File: src/rtl/kpd_pkg.sv
package kpd_pkg;
  typedef enum logic [2:0] {
    ST_IDLE,
    ST_SETTLE,
    ST_PROBE,
    ST_VERIFY,
    ST_RELEASE
  } kpd_state_e;
endpackage

File: src/rtl/kpd_row_sync.sv
module kpd_row_sync #(
  parameter int W = 4
) (
  input  logic         clk_i,
  input  logic         rst_ni,
  input  logic [W-1:0] d_i,
  output logic [W-1:0] q_o
);
  logic [W-1:0] meta_q;

  // rows idle high, so reset to 1
  for (genvar i = 0; i < W; i++) begin : g_bit
    always_ff @(posedge clk_i or negedge rst_ni) begin
      if (!rst_ni) begin
        meta_q[i] <= 1'b1;
        q_o[i]    <= 1'b1;
      end else begin
        meta_q[i] <= d_i[i];
        q_o[i]    <= meta_q[i];
      end
    end
  end
endmodule

File: src/rtl/kpd_delay.sv
module kpd_delay #(
  parameter int LIMIT = 100000
) (
  input  logic clk_i,
  input  logic rst_ni,
  input  logic clr_i,
  output logic done_o
);
  localparam int CW = $clog2(LIMIT + 1);

  logic [CW-1:0] cnt_q;

  always_ff @(posedge clk_i or negedge rst_ni) begin
    if (!rst_ni)                   cnt_q <= '0;
    else if (clr_i)                cnt_q <= '0;
    else if (cnt_q != CW'(LIMIT))  cnt_q <= cnt_q + 1'b1;
  end

  assign done_o = (cnt_q == CW'(LIMIT));
endmodule

File: src/rtl/kpd_scan_fsm.sv
module kpd_scan_fsm
  import kpd_pkg::*;
#(
  parameter int N_ROW  = 4,
  parameter int N_COL  = 4,
  parameter int RB     = $clog2(N_ROW),
  parameter int CB     = $clog2(N_COL),
  parameter int CODE_W = RB + CB
) (
  input  logic              clk_i,
  input  logic              rst_ni,
  input  logic [N_ROW-1:0]  row_s_i,
  input  logic              settle_done_i,
  input  logic              hold_done_i,
  output logic              settle_clr_o,
  output logic              hold_clr_o,
  output logic [N_COL-1:0]  col_o,
  output logic [CODE_W-1:0] key_code_o,
  output logic              key_valid_o
);
  kpd_state_e    state_q;
  logic [RB-1:0] row_idx_q;
  logic [CB-1:0] base_q;
  logic [CB:0]   span_q;
  logic [CB:0]   half;
  logic          any_low;
  logic          row_bit;
  logic [RB-1:0] low_row;

  assign any_low = ~&row_s_i;
  assign row_bit = row_s_i[row_idx_q];
  assign half    = span_q >> 1;

  // lowest-numbered row reading low
  always_comb begin
    low_row = '0;
    for (int r = N_ROW - 1; r >= 0; r--) begin
      if (!row_s_i[r]) low_row = RB'(r);
    end
  end

  // columns inside the low window stay low, the rest go high
  always_comb begin
    int win_lo;
    int win_len;
    win_lo  = int'(base_q);
    win_len = (state_q == ST_VERIFY) ? 1 : int'(half);
    col_o   = '0;
    if (state_q == ST_PROBE || state_q == ST_VERIFY) begin
      for (int j = 0; j < N_COL; j++) begin
        col_o[j] = !((j >= win_lo) && (j < win_lo + win_len));
      end
    end
  end

  assign settle_clr_o = (state_q == ST_IDLE) || (state_q == ST_VERIFY) ||
                        (state_q == ST_RELEASE && any_low);
  assign hold_clr_o   = (state_q == ST_SETTLE) ||
                        (state_q == ST_PROBE && hold_done_i);

  always_ff @(posedge clk_i or negedge rst_ni) begin
    if (!rst_ni) begin
      state_q     <= ST_IDLE;
      row_idx_q   <= '0;
      base_q      <= '0;
      span_q      <= (CB+1)'(N_COL);
      key_code_o  <= '0;
      key_valid_o <= 1'b0;
    end else begin
      key_valid_o <= 1'b0;
      unique case (state_q)
        ST_IDLE: if (any_low) state_q <= ST_SETTLE;
        ST_SETTLE: begin
          if (!any_low) begin
            state_q <= ST_IDLE;
          end else if (settle_done_i) begin
            row_idx_q <= low_row;
            base_q    <= '0;
            span_q    <= (CB+1)'(N_COL);
            state_q   <= ST_PROBE;
          end
        end
        ST_PROBE: begin
          if (hold_done_i) begin
            // row went high: key sits in the raised half
            if (row_bit) base_q <= base_q + CB'(half);
            span_q <= half;
            if (half == (CB+1)'(1)) state_q <= ST_VERIFY;
          end
        end
        ST_VERIFY: begin
          if (hold_done_i) begin
            if (!row_bit) begin
              key_code_o  <= {row_idx_q, base_q};
              key_valid_o <= 1'b1;
              state_q     <= ST_RELEASE;
            end else begin
              state_q <= ST_IDLE;
            end
          end
        end
        ST_RELEASE: if (settle_done_i && !any_low) state_q <= ST_IDLE;
        default: state_q <= ST_IDLE;
      endcase
    end
  end
endmodule

File: src/rtl/kpd_scanner.sv
module kpd_scanner #(
  parameter int N_ROW      = 4,
  parameter int N_COL      = 4,
  parameter int SETTLE_CYC = 100000,
  parameter int HOLD_CYC   = 4
) (
  input  logic                                   clk_i,
  input  logic                                   rst_ni,
  input  logic [N_ROW-1:0]                       row_i,
  output logic [N_COL-1:0]                       col_o,
  output logic [$clog2(N_ROW)+$clog2(N_COL)-1:0] key_code_o,
  output logic                                   key_valid_o
);
  localparam int CODE_W = $clog2(N_ROW) + $clog2(N_COL);

  logic [N_ROW-1:0] row_s;
  logic settle_clr, settle_done;
  logic hold_clr, hold_done;

  kpd_row_sync #(.W(N_ROW)) u_sync (
    .clk_i, .rst_ni, .d_i(row_i), .q_o(row_s)
  );

  kpd_delay #(.LIMIT(SETTLE_CYC)) u_settle (
    .clk_i, .rst_ni, .clr_i(settle_clr), .done_o(settle_done)
  );

  kpd_delay #(.LIMIT(HOLD_CYC)) u_hold (
    .clk_i, .rst_ni, .clr_i(hold_clr), .done_o(hold_done)
  );

  kpd_scan_fsm #(.N_ROW(N_ROW), .N_COL(N_COL)) u_fsm (
    .clk_i,
    .rst_ni,
    .row_s_i      (row_s),
    .settle_done_i(settle_done),
    .hold_done_i  (hold_done),
    .settle_clr_o (settle_clr),
    .hold_clr_o   (hold_clr),
    .col_o        (col_o),
    .key_code_o   (key_code_o),
    .key_valid_o  (key_valid_o)
  );
endmodule

File: config.mk
export PLATFORM = sky130hd
export DESIGN_NAME = kpd_scanner
export DESIGN_NICKNAME = d
export VERILOG_FILES = /design/src/rtl/kpd_pkg.sv /design/src/rtl/kpd_row_sync.sv /design/src/rtl/kpd_delay.sv /design/src/rtl/kpd_scan_fsm.sv /design/src/rtl/kpd_scanner.sv
export SDC_FILE = /design/constraint.sdc
export NUM_CORES = 1
export LEC_CHECK = 0
export ABC_AREA = 1
export CORE_MARGIN = 2
export CORE_UTILIZATION = 30
export CTS_CLUSTER_DIAMETER = 120
export DETAILED_ROUTE_END_ITERATION = 8
export HOLD_SLACK_MARGIN = 0.12
export PLACE_DENSITY = 0.56
export SLEW_MARGIN = 20
export SYNTH_ARGS = -nofsm -noshare
export SYNTH_HDL_FRONTEND = slang
export SYNTH_SLANG_ARGS = --single-unit
export TNS_END_PERCENT = 10
File: constraint.sdc
create_clock -name clk_i -period 3.55 [get_ports clk_i]
set_input_delay 0.5325 -clock clk_i [delete_from_list [all_inputs] [get_ports clk_i]]
set_output_delay 0.5325 -clock clk_i [all_outputs]
set_load 0.005 [all_outputs]
==> results.md <==
* Max-slew violations at 0
* Clk Latency, worst-skew pair at 0.30 ns
* CP Capture Type: output port
* Worst-Margin Slew at 0.936 ns
* Chip width at 89.9 µm
* Layout area overhead at 16.7%
* Drt pass-1 iters at 4
* Cts hold-fix bufs at 0
* Root Driver: clkbuf_8
* PwrDens at 568 mW/mm²
* CP Data Arrival Time at 2.73 ns
* Max stage delay cell, worst path: dfrtp_1
* Startpoint Class: flop
* Setup TNS at 0 ns
* Crit-path cells: nand2_1, nor2_4, or2_2, ha_1, inv_1, fa_1, a31oi_1, a21oi_1, clkdlybuf4s50_1
* Fill count at 780
* DR WL/cell at 10.9 µm
* Die ar. at 0.00808 mm²
* Post-CTS Setup Bufs at 0
* Reg2reg path depth at 10
* Count of different cell masters after synthesis at 29
* Total grt overflow at 0
* Pin count of the biggest net entering global routing at 43
* # DRC at 0
* Minimum clock period after layout at 3.26 ns
* Starting DRT DRC Count at 93
* Hold Crit Class: input port to asynchronous set/reset pin
* Rows at 31
* CTS-repair resized insts at 0
* Post-place setup slack at 0.608 ns
* Mapped Cells at 283
* First-pass GRT wire length at 8.16 mm
* Average vias per placed instance at 4.49
* Static leakage at 1.24 nW
* Total Wirelength at 4.39 mm
* Fraction of layout cells with a size suffix above 1 at 10.2%
* DP HPWL at 3.19 mm
* GRT Total Usage at 12.1%
* Synthesized cell area at 0.00221 mm²
* Most frequent cells in the layout: nand2_1, inv_1, nor2_1
* Clk_skew at 0.0108 ns
* Final hold vios at 0
* Max-cap violation count at 0
* Crit path kind: flop to output port
* Met3 Use GR at 2.85%
* CP delay by family, top: adder cells
* Met2 Use GR at 20.3%
* Starting density of the core at 30.7%
* Boundary Pins at 15
* Critical path required time at 3.02 ns
* Port bufs at 14
* Reg2reg start: u_settle.cnt_q[0]
* CTS clk-pin slew, worst paths at 0.09 ns
* Post-synthesis sequential area ratio at 48.0%
* CP max FO at 6
* Post-DRT Antenna Nets at 0
* Most common cell after layout, fill and taps aside: nand2_1
* Initial antenna violation count at 0
* Die Ht at 89.9 µm
* Clock net sink count at 42
* CTS tree: built
* Largest stage delay, worst path at 0.45 ns
* Final worst setup slack at 0.287 ns
* Tcrit/Tclk final at 91.9%
* VDD IR max at 0.176 mV
* Clock Path Buffers at 2
* GP Congestion at 0.799
* Status: finished, final reports clean
* Core area at 0.00721 mm²
* Worst slew margin at 37.6%
* Vias in the first global route at 1822
* Peak Freq at 0.306 GHz
* FF-to-FF setup slack at 1.97 ns
* Critical R2R Capture: u_fsm.row_idx_q[0]
* Antenna Cells at 0
* DR vias at 1815
* Synthesized area per cell at 7.82 µm²
* Busiest grt layer: met2
* Number of synthesized register bits at 42
* CTS Buf Count at 5
* YS warnings at 0
* Worst Path Buf+Inv at 2
* Final Net Count at 317
* GR Util met1 at 15.2%
* Final setup fails at 0
* Net Count, Synth at 296
* H-tree depth at 2
* RSZ-0062 raised after global routing: no
report_power, final:
part	internal, W	total, W	switching [W]
clock	0.000210	0.000385	0.000175
combinational	0.000185	0.000500	0.000316
sequential	0.000535	0.000583	0.0000482
total	0.000929	0.00147	0.000538
Yosys cell counts:
library cell / number / share of area, %
nand4_1: 6 / 1.7
xor2_1: 1 / 0.40
xnor2_1: 1 / 0.40
ha_1: 6 / 3.4
o21ai_2: 1 / 0.40
nor3_1: 4 / 0.90
inv_1: 39 / 6.6
nand2_2: 1 / 0.28
nand3_1: 20 / 4.5
nor2_4: 1 / 0.51
a21oi_1: 19 / 4.3
inv_2: 2 / 0.34
nand2_1: 73 / 12
a31oi_1: 2 / 0.57
and2_2: 1 / 0.34
nand3_2: 2 / 0.90
dfstp_2: 9 / 11
nor2_1: 35 / 5.9
inv_4: 1 / 0.28
nor2_2: 1 / 0.28
and2_1: 1 / 0.28
o21ai_1: 1 / 0.23
fa_1: 1 / 0.90
nor3_2: 2 / 0.90
a211oi_1: 1 / 0.34
o21ai_0: 17 / 3.8
dfrtp_1: 33 / 37
or2_2: 1 / 0.28
nand3_4: 1 / 0.79
worst max-delay path by stage:
| stage | slack [ns] | startpoint | cells past startpoint | end |
|---|---|---|---|---|
| 2_1_floorplan | 1.19 | u_fsm.state_q[1] | 8 | col_o[0] |
| 3_3_place_gp | 0.71 | u_fsm.state_q[1] | 9 | col_o[0] |
| 3_5_place_dp | 0.61 | u_fsm.state_q[1] | 9 | col_o[0] |
| 4_1_cts | 0.27 | u_fsm.state_q[1] | 9 | col_o[0] |
| 5_1_grt | 0.11 | u_fsm.state_q[1] | 9 | col_o[0] |
| 6_report | 0.29 | u_fsm.state_q[1] | 9 | col_o[0] |
through the flow:
stage               hold WS (ns)  cell area [µm²]  util, %  total power (W)  cells
floorplan                  0.237             2210        -         0.000939    283
global placement           0.347             2470     34.3          0.00109    396
detailed placement         0.347             2470     34.3          0.00109    396
CTS                        0.359             2580     35.8          0.00148    404
global route               0.361             2580     35.8          0.00157    404
finish                     0.358             2580     35.8          0.00147    404
sequential cells by signal (all words and copies together), names as in the netlist:
signal,flops
u_fsm.key_code_o,4
u_sync.meta_q,4
u_fsm.row_idx_q,2
u_fsm.state_q,3
u_settle.cnt_q,17
u_sync.q_o,4
u_fsm.base_q,2
u_hold.cnt_q,3
u_fsm.span_q,2
u_fsm.key_valid_o,1
final cells by class:
type                            instances  area [µm²]  area share [%]
Clock buffer                            6        72.6            2.81
Inverter                               42         160            6.20
Timing Repair Buffer                   14         135            5.23
Multi-Input combinational cell        199         991            38.4
Tap cell                               99         124            4.80
Sequential cell                        42        1060            41.1
Clock inverter                          2        37.5            1.45
layer usage:
metal,routed length (µm),vias to the layer above
met2,2040,21
met4,73,0
met1,2120,845
met3,153,5
li1,-,944
met5,0,-
cells by family (layout without fill, tap and decap cells):
kind of cell	Yosys count	after routing	synth area share (%)
AOI/OAI and AO/OA	41	41	9.67
and+or+nand+nor	149	149	30.0
DFF	42	42	48.0
adders and majority gates	7	7	4.30
xor gates and xnor gates	2	2	0.792
buffers and inverters	42	64	7.24
Power figures use the tool's default switching activity.
